**config.mk**
```make
export PLATFORM = sky130hd
export DESIGN_NAME = irq_vec_ctrl
export DESIGN_NICKNAME = d
export VERILOG_FILES = /design/src/rtl/irq_vec_pkg.sv /design/src/rtl/irq_edge_sync.sv /design/src/rtl/irq_flag_bank.sv /design/src/rtl/irq_prio_sel.sv /design/src/rtl/irq_vec_ctrl.sv
export SDC_FILE = /design/constraint.sdc
export NUM_CORES = 1
export LEC_CHECK = 0
export ABC_AREA = 1
export BUFFER_PORTS_ARGS = -buffer_cell sky130_fd_sc_hd__buf_2
export CORE_MARGIN = 3
export CORE_UTILIZATION = 63
export CTS_BUF_LIST = sky130_fd_sc_hd__clkbuf_4
export DETAILED_ROUTE_END_ITERATION = 16
export GPL_TIMING_DRIVEN = 0
export PLACE_DENSITY_LB_ADDON = 0.1
export SLEW_MARGIN = 15
export SYNTH_ARGS = -nofsm -noshare
export SYNTH_HDL_FRONTEND = slang
export SYNTH_HIERARCHICAL = 1
export SYNTH_SLANG_ARGS = --single-unit
```
**constraint.sdc**
```tcl
create_clock -name clk -period 5.14 [get_ports clk]
set_input_delay 0 -clock clk [delete_from_list [all_inputs] [get_ports clk]]
set_output_delay 0 -clock clk [all_outputs]
set_load 0.1 [all_outputs]
```
**src/rtl/irq_vec_pkg.sv**
```systemverilog
// Package: shared constants for the vectored interrupt controller.
// Assumes a fixed 17-level map; level numbers double as priority (0 highest).
package irq_vec_pkg;
    localparam int NUM_LEVELS = 17;
    localparam int LVL_W      = $clog2(NUM_LEVELS);
    localparam int NUM_PINS   = 8;
    localparam int NUM_POL    = 7;
    localparam int NUM_EVT    = 9;

    // Level numbers (priority order)
    localparam int LV_COLD   = 0;
    localparam int LV_PIN_A  = 1;
    localparam int LV_BUSPIN = 2;
    localparam int LV_PIN_B  = 3;
    localparam int LV_PIN_C  = 4;
    localparam int LV_SHARED = 5;
    localparam int LV_XFER   = 6;
    localparam int LV_TMR0   = 7;
    localparam int LV_S1_RX  = 11;
    localparam int LV_S1_TX  = 12;
    localparam int LV_CNT0   = 13;
    localparam int LV_CNT1   = 14;
    localparam int LV_CONV   = 15;
    localparam int LV_BRK    = 16;

    // Register addresses
    typedef enum logic [2:0] {
        RA_EN_LO  = 3'd0,
        RA_EN_HI  = 3'd1,
        RA_FLG_LO = 3'd2,
        RA_FLG_HI = 3'd3,
        RA_POL    = 3'd4,
        RA_CTRL   = 3'd5
    } reg_addr_e;

    // Map a pin index to the polarity bit that governs it
    function automatic int pin_pol(input int pin);
        if (pin == 0)      return 0;
        else if (pin <= 2) return 1;
        else               return pin - 1;
    endfunction
endpackage

```
**src/rtl/irq_edge_sync.sv**
```systemverilog
// Module: synchroniser plus selectable-edge detector for one async pin.
// Assumes: arm_i stays low until the sync chain and previous sample hold
// real pin data, so no spurious edge appears after reset.
module irq_edge_sync #(
    parameter int STAGES = 2
) (
    input  logic clk,
    input  logic rst_n,
    input  logic arm_i,
    input  logic rise_sel_i,
    input  logic pin_i,
    output logic edge_o
);
    logic [STAGES-1:0] sync_q;
    logic              prev_q;
    logic              cur;

    assign cur = sync_q[STAGES-1];

    // Shift the pin through the synchroniser and keep the previous sample
    always_ff @(posedge clk) begin
        if (!rst_n) begin
            sync_q <= '0;
            prev_q <= 1'b0;
        end else begin
            sync_q <= {sync_q[STAGES-2:0], pin_i};
            prev_q <= cur;
        end
    end

    // Report a qualifying edge for one cycle
    always_comb begin
        if (rise_sel_i) edge_o = arm_i & cur & ~prev_q;
        else            edge_o = arm_i & ~cur & prev_q;
    end
endmodule

```
**src/rtl/irq_flag_bank.sv**
```systemverilog
// Module: request flag storage with set-over-clear priority.
// Assumes set_i and clr_i are one-cycle requests; set wins on overlap.
module irq_flag_bank #(
    parameter int                 WIDTH     = 17,
    parameter logic [WIDTH-1:0]   RESET_VAL = '0
) (
    input  logic             clk,
    input  logic             rst_n,
    input  logic [WIDTH-1:0] set_i,
    input  logic [WIDTH-1:0] clr_i,
    output logic [WIDTH-1:0] flag_o
);
    // Update flags: clear first, then new events override
    always_ff @(posedge clk) begin
        if (!rst_n) flag_o <= RESET_VAL;
        else        flag_o <= (flag_o & ~clr_i) | set_i;
    end
endmodule

```
**src/rtl/irq_prio_sel.sv**
```systemverilog
// Module: fixed-priority selector and vector address generator.
// Assumes bit 0 is the highest priority; vector steps down by 2 per level.
module irq_prio_sel #(
    parameter int          N       = 17,
    parameter int          IDX_W   = $clog2(N),
    parameter logic [15:0] TOP_LO  = 16'hFFFC
) (
    input  logic [N-1:0]     req_i,
    output logic             any_o,
    output logic [IDX_W-1:0] idx_o,
    output logic [15:0]      vec_o
);
    // Pick the lowest-numbered active request
    always_comb begin
        idx_o = '0;
        for (int i = N - 1; i >= 0; i--) begin
            if (req_i[i]) idx_o = IDX_W'(i);
        end
    end

    assign any_o = |req_i;

    // Vector low-byte address of the selected level
    assign vec_o = TOP_LO - {{(15-IDX_W){1'b0}}, idx_o, 1'b0};
endmodule

```
**src/rtl/irq_vec_ctrl.sv**
```systemverilog
// Module: top of the vectored priority interrupt controller.
// Collects pin edges, peripheral events and the break strobe into flags,
// masks them, selects a winner and holds its vector across acknowledge.
// Assumes ack_i is a level held by the core for the vector fetch.
module irq_vec_ctrl
    import irq_vec_pkg::*;
#(
    parameter int          SYNC_STAGES = 2,
    parameter logic [15:0] VEC_TOP_LO  = 16'hFFFC
) (
    input  logic                clk,
    input  logic                rst_n,
    input  logic [NUM_PINS-1:0] ext_pin_i,
    input  logic [NUM_EVT-1:0]  peri_evt_i,
    input  logic                brk_i,
    input  logic                gmask_i,
    input  logic                ack_i,
    output logic                irq_pend_o,
    output logic [15:0]         vec_addr_o,
    input  logic                reg_we_i,
    input  logic [2:0]          reg_addr_i,
    input  logic [7:0]          reg_wdata_i,
    output logic [7:0]          reg_rdata_o
);
    localparam logic [NUM_LEVELS-1:0] NMI_MASK =
        NUM_LEVELS'((1 << LV_COLD) | (1 << LV_BRK));
    localparam logic [NUM_LEVELS-1:0] FLAG_RST = NUM_LEVELS'(1 << LV_COLD);

    logic [14:0]            en_q;
    logic [NUM_POL-1:0]     pol_q;
    logic                   sel_q;
    logic                   ser1_q;
    logic [SYNC_STAGES:0]   arm_q;
    logic [NUM_PINS-1:0]    pin_edge;
    logic [NUM_LEVELS-1:0]  set_vec;
    logic [NUM_LEVELS-1:0]  clr_vec;
    logic [NUM_LEVELS-1:0]  flag_q;
    logic [NUM_LEVELS-1:0]  fwd_vec;
    logic                   win_any;
    logic [LVL_W-1:0]       win_idx;
    logic [15:0]            win_vec;
    logic                   ack_q;
    logic [15:0]            hold_q;
    logic                   ack_take;
    reg_addr_e              ra;

    assign ra = reg_addr_e'(reg_addr_i);

    // Configuration registers written over the register port
    always_ff @(posedge clk) begin
        if (!rst_n) begin
            en_q   <= '0;
            pol_q  <= '0;
            sel_q  <= 1'b0;
            ser1_q <= 1'b0;
        end else if (reg_we_i) begin
            case (ra)
                RA_EN_LO: en_q[7:0]  <= reg_wdata_i;
                RA_EN_HI: en_q[14:8] <= reg_wdata_i[6:0];
                RA_POL:   pol_q      <= reg_wdata_i[NUM_POL-1:0];
                RA_CTRL: begin
                    sel_q  <= reg_wdata_i[0];
                    ser1_q <= reg_wdata_i[1];
                end
                default: ;
            endcase
        end
    end

    // Hold edge detection off until the synchronisers carry pin data
    always_ff @(posedge clk) begin
        if (!rst_n) arm_q <= '0;
        else        arm_q <= {arm_q[SYNC_STAGES-1:0], 1'b1};
    end

    for (genvar p = 0; p < NUM_PINS; p++) begin : g_pin
        localparam int PI = pin_pol(p);
        irq_edge_sync #(.STAGES(SYNC_STAGES)) u_edge (
            .clk        (clk),
            .rst_n      (rst_n),
            .arm_i      (arm_q[SYNC_STAGES]),
            .rise_sel_i (pol_q[PI]),
            .pin_i      (ext_pin_i[p]),
            .edge_o     (pin_edge[p])
        );
    end

    // Route every event source to its level
    always_comb begin
        set_vec            = '0;
        set_vec[LV_PIN_A]  = pin_edge[0];
        set_vec[LV_BUSPIN] = pin_edge[1] | pin_edge[2];
        set_vec[LV_PIN_B]  = pin_edge[3];
        set_vec[LV_PIN_C]  = pin_edge[4];
        set_vec[LV_SHARED] = sel_q ? peri_evt_i[0] : pin_edge[5];
        set_vec[LV_XFER]   = peri_evt_i[1];
        for (int t = 0; t < 4; t++) set_vec[LV_TMR0 + t] = peri_evt_i[2 + t];
        set_vec[LV_S1_RX]  = peri_evt_i[6] & ser1_q;
        set_vec[LV_S1_TX]  = peri_evt_i[7] & ser1_q;
        set_vec[LV_CNT0]   = pin_edge[6];
        set_vec[LV_CNT1]   = pin_edge[7];
        set_vec[LV_CONV]   = peri_evt_i[8];
        set_vec[LV_BRK]    = brk_i;
    end

    assign ack_take = ack_i & ~ack_q;

    // Gather clears from acknowledge and write-zero-to-clear accesses
    always_comb begin
        clr_vec = '0;
        if (ack_take && win_any) clr_vec[win_idx] = 1'b1;
        if (reg_we_i && ra == RA_FLG_LO) clr_vec[8:1]  = clr_vec[8:1]  | ~reg_wdata_i;
        if (reg_we_i && ra == RA_FLG_HI) clr_vec[16:9] = clr_vec[16:9] | ~reg_wdata_i;
    end

    irq_flag_bank #(.WIDTH(NUM_LEVELS), .RESET_VAL(FLAG_RST)) u_flags (
        .clk    (clk),
        .rst_n  (rst_n),
        .set_i  (set_vec),
        .clr_i  (clr_vec),
        .flag_o (flag_q)
    );

    // Forward non-maskable flags always, others only when enabled and unmasked
    assign fwd_vec = flag_q & (({1'b0, en_q, 1'b0} & {NUM_LEVELS{~gmask_i}}) | NMI_MASK);

    irq_prio_sel #(.N(NUM_LEVELS), .IDX_W(LVL_W), .TOP_LO(VEC_TOP_LO)) u_prio (
        .req_i (fwd_vec),
        .any_o (win_any),
        .idx_o (win_idx),
        .vec_o (win_vec)
    );

    // Capture the winner's vector at the start of acknowledge
    always_ff @(posedge clk) begin
        if (!rst_n) begin
            ack_q  <= 1'b0;
            hold_q <= VEC_TOP_LO;
        end else begin
            ack_q <= ack_i;
            if (ack_take) hold_q <= win_vec;
        end
    end

    assign irq_pend_o = win_any;
    assign vec_addr_o = ack_q ? hold_q : win_vec;

    // Register read multiplexer
    always_comb begin
        case (ra)
            RA_EN_LO:  reg_rdata_o = en_q[7:0];
            RA_EN_HI:  reg_rdata_o = {1'b0, en_q[14:8]};
            RA_FLG_LO: reg_rdata_o = flag_q[8:1];
            RA_FLG_HI: reg_rdata_o = flag_q[16:9];
            RA_POL:    reg_rdata_o = {{(8-NUM_POL){1'b0}}, pol_q};
            RA_CTRL:   reg_rdata_o = {6'b0, ser1_q, sel_q};
            default:   reg_rdata_o = 8'h00;
        endcase
    end
endmodule

```
==> reports/results.tsv, run 1 <==
stage	metric	value	unit
run_status	run_status	finished, final reports clean	
power	power.ir.vdd_worst	0.236	mV
worst_hold_path	worstHoldPathType	in2reg	
synthesis	synth_enable_flop_cells	0	
floorplan	io_pins	59	
critical_path	worst_path_bufs_invs	2	
critical_path	critical_path_required	5140	ps
critical_path	arrival	3380	ps
critical_path	critPathCaptureType	output pin	
synthesis	yosys.cell_count.top_type	nand2_1	
sta	setup_viol_count_final	0	
clock_network	clk_pin_slew	150	ps
critical_path	cp_common_cell	nand2_1	
critical_path	worst_path_cell_trace	nand2_1, nor2_1, inv_1, nand2_1, nand2_1, nand2_1, nand2_1, nand2_1, nand2_1, nand2_1, nand2_1, nand2_1, nand2_1, nand2_1, nand2_1, a21oi_1, ha_1, xnor2_1, nand2_1, nand2_1, buf_2	
detailed_routing	drtIter0Drc	552	
detailed_routing	vias_per_cell	5.45	
job	drv_cap	0	
detailed_routing	num_vias	5358	
clock_network	ctsRootBufferMaster	clkbuf_4	
placed_design	port_buffers	57	
clock_network	cts_inserted_buffers	9	
synthesis	post_synth_main_area_contributors	dfxtp_1 (36%), nand2_1 (19%), inv_1 (11%)	
floorplan	die_area	8600	um2
global_route	first_pass_grt_wire_length	24700	um
floorplan	start_util	67.2	%
detailed_routing	wl_per_cell	15.9	um
global_route	first_global_vias	5078	
sta	fin_crit	3380	ps
synthesis	synthesis.area_per_instance	6.23	um2
sta	report.final.hold_viol_count	0	
global_route	grt_antenna_before_repair	0	
power	power.density_cell_area	247	nW/um2
synthesis	synth_top_area_share	35.9	%
final_layout	final_core_utilization	81.7	%
final_layout	post_route_cells_drive_above_1_share	15.9	%
sta	final_period_util	65.8	%
clock_network	insertion_delay	490	ps
floorplan	floorplan.core_area	7060	um2
global_route	pin_count_of_the_biggest_net_entering_global_routing	28	
placed_design	finalWeightedCongestion	0.948	
sta	setup_repair_after_global_routing_missed_its_margin	no	
synthesis	yosys_warnings	6	
synthesis	synth_area	4740	um2
clock_network	cts_resized	0	
global_route	leftover_overflow_at_the_end_of_global_routing	0	
detailed_routing	drt_pre_antenna_iters	5	
clock_network	clock_sink_count	85	
critical_path	startpoint_type	register	
sta	clock_skew	28.5	ps
sta	achievable-frequency	296	MHz
synthesis	fraction_of_synthesis_flops_using_an_asynchronous_set_or_reset_pin	0	%
detailed_routing	detail_route.drc_violations	0	
clock_network	clock_tree_from_tritoncts	done	
sta	relSlewSlack	33.2	%
floorplan	placementRows	30	
synthesis	synth_seq_cells	85	
floorplan	fp.dieH	92.7	um
final_layout	fin_area	5760	um2
sta	timing_worst_slew_pin_value	993	ps
critical_path	timing.critical_path.slowest_cell_delay	460	ps
sta	slew_viol_final	0	
clock_network	ctsLongestPathBuffers	2	
synthesis	synth.lib_cells_used.distinct	33	
sta	tns	0	ps
floorplan	dieWidth	92.7	um
synthesis	synth-seq-area-share	35.9	%
power	power.static_leakage	0.00302	uW
final_layout	diodes	0	
detailed_routing	drtAntennaViolNets	0	
global_route	globalRouteTotalUtil	37.0	%
placed_design	hpwlAfterDp	9670	um
critical_path	critPathKind	reg2out	
final_layout	syn2layout_area_growth	21.6	%
synthesis	postSynth.topFlopCell	dfxtp_1	
clock_network	htreeDepth	3	
synthesis	netlist_instances	761	
detailed_routing	wl	15600	um
synthesis	synth.cells.most_frequent	nand2_1 (243), inv_1 (142), nor2_1 (92), dfxtp_1 (85), nand3_1 (49)	
placed_design	post_dp_cell_area	5180	um2
critical_path	worst_path_max_delay_cell	a21oi_1	
critical_path	dominant_delay_contributor_by_cell_family_on_the_critical_path	simple AND/OR/NAND/NOR gates	
synthesis	synthDominantAreaCellType	dfxtp_1	
critical_path	worst_path_max_fanout	7	
final_layout	nNetsFinal	917	
==> routing by layer <==
metal | up-vias | part of all wire [%] | global-route usage [%]
met1 | 2428 | 38 | 44.0
met4 | 0 | 5.6 | 19.0
met3 | 87 | 9.0 | 7.64
met5 | - | 0 | 0
met2 | 318 | 47 | 62.9
li1 | 2525 | - | -
==> cell usage in the layout, fill, tap and decap left out, drive strengths merged, types with 5 or more instances in the layout <==
cell         synthesis  routed
a21oi               20      20
nor3                 6       6
buf                 30      87
inv                152     156
conb                 3      12
clkbuf               5      14
clkinv               2       5
nor2                97      97
nand3               53      53
dlygate4sd3          0      44
o21ai               19      19
dfxtp               85      85
nand4               35      35
nand2              245     245
==> cells by family after synthesis <==
kind of cell / after synthesis / synth area share (%)
AND/OR/NAND/NOR: 439 / 40.2
buffers and inverters: 189 / 17.4
AO/OA/AOI/OAI: 43 / 5.75
other: 3 / 0.238
flip-flops: 85 / 35.9
adder cells (fa/ha/maj): 1 / 0.264
XOR/XNOR: 1 / 0.185
==> metrics by stage <==
step	setup slack (ps)	hold slack (ps)	power, uW	cells
CTS	1850	22.9	1400	983
global route	1570	77.5	1470	983
detailed placement	2360	183	993	923
floorplan	2330	27.7	925	770
global placement	2440	180	985	923
finish	1760	24.4	1430	983
==> where the power goes <==
group	total [uW]	switching [uW]	internal [uW]	leakage [uW]
logic	307	219	87.5	0.00224
clock network	405	288	117	0.0000792
registers	713	23.5	690	0.000698
total	1430	531	894	0.00302
==> sequential cells by signal (all words and copies together), names as in the netlist <==
name                 flops
ack_q                    1
arm_q                    3
en_q                    15
g_pin.u_edge/prev_q      8
g_pin.u_edge/sync_q     16
hold_q                  16
pol_q                    7
sel_q                    1
ser1_q                   1
u_flags/flag_o          17
==> final cells by class <==
class                           count  area (um2)
Multi-Input combinational cell    496        2250
Sequential cell                    85        1700
Fill cell                         506        1290
Timing Repair Buffer              101         726
Inverter                          154         584
Buffer                             35         243
Tap cell                           96         120
Clock inverter                      7        76.3
Clock buffer                        9        67.6
==> tightest hold or removal path, stage by stage <==
cell and delay [ps]:
buf_2 90, inv_1 90, nand3_4 150, nand2_1 60
nand2_1 50, nor2_1 30
==> final timing paths <==
path | startpoint | to | slack [ps] | cells past startpoint
worst max-delay path | en_q[12]$_SDFFE_PN0P_ | vec_addr_o[3] | 1760 | 21
worst min-delay path | reg_addr_i[1] | en_q[1]$_SDFFE_PN0P_ | 20 | 6
worst max register to register | en_q[12]$_SDFFE_PN0P_ | u_flags/flag_o[16]$_SDFF_PN0_ | 1870 | 23
worst min register to register | g_pin[6].u_edge/sync_q[0]$_SDFF_PN0_ | g_pin[6].u_edge/sync_q[1]$_SDFF_PN0_ | 420 | 2
==> timing repair <==
| action | in CTS | in global routing |
|---|---|---|
| hold endpoints to repair | 63 | 0 |
| setup buffers | 0 | 0 |
| hold buffers | 44 | 0 |
Note: power is estimated with default switching activity, not from simulation.
==> run 2: changes to the inputs <==
- CORE_UTILIZATION: 63 -> 61
- clock period: 5.14 -> 3.2 ns (I/O delays scaled with it)
==> run 2 against run 1 <==
Net effect:
- power up 57%
- sequential power increased by 60%
- sequential cell count unchanged
- hold slack improved by 37 ps
- critical path depth is the same
- first-iteration DRC count down 23%
- routed wire length fell by 10%
- clock power is 53% higher
- clock skew decreased by 0.75 ps
- cell area fell by 0.37%
- global-route usage is 4.9 points lower
- critical endpoint unchanged
==> reports/results.tsv, run 2 (same netlist as run 1, synthesis figures left out) <==
stage	metric	value	unit	change
placed_design	place_inst	926		+0.33%
final_layout	largest-register	u_flags/flag_o		
run_status	run_status	finished, final reports clean		
power	share_seq_of_total_power	51.0	%	+0.9 points
global_route	pin_count_of_the_biggest_net_entering_global_routing	28		unchanged
worst_hold_path	whs_path_depth	6		unchanged
sta	report.final.hold_viol_count	0		unchanged
sta	achievable-frequency	336	MHz	
critical_path	critPathCaptureType	output pin		
critical_path	worst_path_max_delay_cell	dfxtp_1		
final_layout	reg.largest.list	u_flags/flag_o (17), g_pin.u_edge/sync_q (16), hold_q (16)		
final_layout	final_core_utilization	77.5	%	-4.2 points
sta	slew_viol_final	0		unchanged
worst_hold_path	worstHoldPathType	in2reg		
global_route	first_global_vias	4775		-6.0%
floorplan	io_pins	59		unchanged
final_layout	post_route_cells_drive_above_1_share	16.3	%	+0.43 points
final_layout	layout.cells.most_common	nand2_1		
critical_path	timing.critical_path.slowest_cell_delay	420	ps	-40 ps
critical_path	cp_common_cell	nand2_1		
sta	clock_skew	27.7	ps	-0.755 ps
clock_network	clk_pin_slew	150	ps	about the same
global_route	leftover_overflow_at_the_end_of_global_routing	0		unchanged
final_layout	diodes	0		unchanged
detailed_routing	wl	14000	um	-10%
sta	timing_worst_slew_pin_value	697	ps	-296 ps
worst_hold_path	holdPathEnd	en_q[0]$_SDFFE_PN0P_		
clock_network	ctsLongestPathBuffers	2		unchanged
sta	relSlewSlack	53.2	%	+20 points
clock_network	clock_tree_from_tritoncts	done		
clock_network	cts_inserted_buffers	9		unchanged
final_layout	final-instance-count-excl-fill	981		-0.20%
detailed_routing	detail_route.drc_violations	0		unchanged
floorplan	start_util	64.0	%	-3.2 points
power	power.density_cell_area	391	nW/um2	+58%
job	drv_cap	0		unchanged
sta	fin_crit	2970	ps	
floorplan	fp.dieH	94.2	um	+1.5%
floorplan	dieWidth	94.2	um	+1.5%
critical_path	critPathKind	reg2out		
floorplan	floorplan.core_area	7410	um2	+5.0%
critical_path	startpoint_type	register		
sta	setup_viol_count_final	0		unchanged
final_layout	syn2layout_area_growth	21.1	%	
detailed_routing	wl_per_cell	14.2	um	-10%
final_layout	layout.area.seq	1700	um2	unchanged
detailed_routing	drtAntennaViolNets	0		unchanged
power	power.static_leakage	0.00300	uW	-0.87%
critical_path	critical_path.reg2reg.endpoint	u_flags/flag_o[8]$_SDFF_PN0_		
worst_hold_path	hold_path.startpoint	reg_addr_i[1]		
power	power.net_switching	812	uW	+53%
power	swShare	36.2	%	-1.1 points
critical_path	reg2regPathDepth	15		-35%
detailed_routing	drt_pre_antenna_iters	5		unchanged
power	p_int	1430	uW	+60%
detailed_routing	drtIter0Drc	423		-23%
final_layout	nNetsFinal	912		-0.55%
power	combPwrFrac	21.4	%	about the same
global_route	globalRouteTotalUtil	32.2	%	-4.9 points
final_layout	multiInputGateArea	2270	um2	+1.1%
power	power.ir.vdd_worst	0.309	mV	+31%
clock_network	insertion_delay	460	ps	-30 ps
power	power.clock.fraction	27.6	%	-0.8 points
critical_path	worst_path_cell_trace	nand2_1, nor2_1, inv_1, nand2_1, nand2_1, nand2_1, nand2_1, nand2_1, nand2_1, nand2_1, nand2_1, nand2_1, nand2_1, nand2_1, nand2_1, a21oi_4, ha_1, xnor2_1, nand2_1, nand2_1, buf_4		
critical_path	r2r_start	u_flags/flag_o[5]$_SDFF_PN0_		
clock_network	htreeDepth	3		unchanged
placed_design	port_buffers	57		unchanged
floorplan	die_area	8870	um2	+3.1%
floorplan	placementRows	31		+3.3%
detailed_routing	vias_per_cell	5.27		-3.4%
placed_design	hpwlAfterDp	9400	um	-2.8%
clock_network	clock_sink_count	85		unchanged
sta	final_period_util	92.9	%	
sta	tns	0	ps	unchanged
placed_design	finalWeightedCongestion	0.966		+1.9%
power	power	2240	uW	+57%
critical_path	critical_path_required	3200	ps	-1940 ps
sta	setup_repair_after_global_routing_missed_its_margin	no		
final_layout	most-common-layout-cells	nand2_1 (243), inv_1 (142), nor2_1 (92), dfxtp_1 (85), buf_2 (62)		
critical_path	arrival	2970	ps	-410 ps
clock_network	ctsRootBufferMaster	clkbuf_4		
critical_path	timing.reg2reg.setup_slack	310	ps	-1560 ps
global_route	first_pass_grt_wire_length	22000	um	-11%
final_layout	fill_cells	577		+14%
critical_path	worst_path_max_fanout	7		unchanged
detailed_routing	num_vias	5167		-3.6%
global_route	grt_antenna_before_repair	0		unchanged
final_layout	largest_reg_flops	17		unchanged
clock_network	post_cts_buffers	0		unchanged
## run 2: worst max-delay path: cells and delay by family (launching register included)
family / cells / cell delay [ps]
and+or+nand+nor: 16 / 1160
DFF: 1 / 420
buffers and inverters: 2 / 340
AOI/OAI and AO/OA: 1 / 240
adders and majority gates: 1 / 220
xor gates and xnor gates: 1 / 150
## run 2: per-layer routing
layer	GRT usage (%)	vias up	wire length [um]
met1	39.8	2375	5700
met2	55.0	235	6720
met3	6.49	40	1150
met4	11.8	0	389
met5	0	-	0
li1	-	2517	-
## run 2: power groups by stage
stage                     clock network (uW)  registers [uW]  logic, uW
after floorplan                            0            1150        332
after global placement                     0            1160        421
after detailed placement                   0            1160        430
after CTS                                621            1140        467
after global routing                     671            1150        515
final                                    620            1140        480
## run 2: final cells by class
type / instances / share of cell area [%]
sequential: 85 / 29.6
multi-input combinational: 496 / 39.5
inverter: 154 / 10.2
tap: 99 / 2.16
clock buffer: 9 / 1.18
buffer: 35 / 4.23
timing repair buffer: 96 / 11.9
clock inverter: 7 / 1.22
## run 2: metrics by stage
stage / instance area, um2 / hold WS [ps] / worst slack, ps
floorplan: 4770 / 27.7 / 395
global placement: 5180 / 180 / 488
detailed placement: 5180 / 186 / 418
CTS: 5720 / 46.9 / 56.4
global route: 5740 / 77.1 / 4.36
finish: 5740 / 61.9 / 226
## run 2: timing repair
action | 4_1_cts | 5_1_grt
resized for setup | 1 | 7
setup endpoints to repair | 2 | 4
cloned | 0 | 0
hold buffers | 39 | 0
hold endpoints to repair | 64 | 0
## run 2: worst max-delay path by stage
| stage | cells past startpoint | start | end | slack [ps] |
|---|---|---|---|---|
| after floorplan | 13 | u_flags/flag_o[5]$_SDFF_PN0_ | u_flags/flag_o[4]$_SDFF_PN0_ | 390 |
| after global placement | 21 | u_flags/flag_o[13]$_SDFF_PN0_ | vec_addr_o[3] | 490 |
| after detailed placement | 21 | u_flags/flag_o[13]$_SDFF_PN0_ | vec_addr_o[3] | 420 |
| after CTS | 21 | u_flags/flag_o[13]$_SDFF_PN0_ | vec_addr_o[3] | 60 |
| after global routing | 21 | u_flags/flag_o[13]$_SDFF_PN0_ | vec_addr_o[3] | 4 |
| final | 21 | u_flags/flag_o[13]$_SDFF_PN0_ | vec_addr_o[3] | 230 |
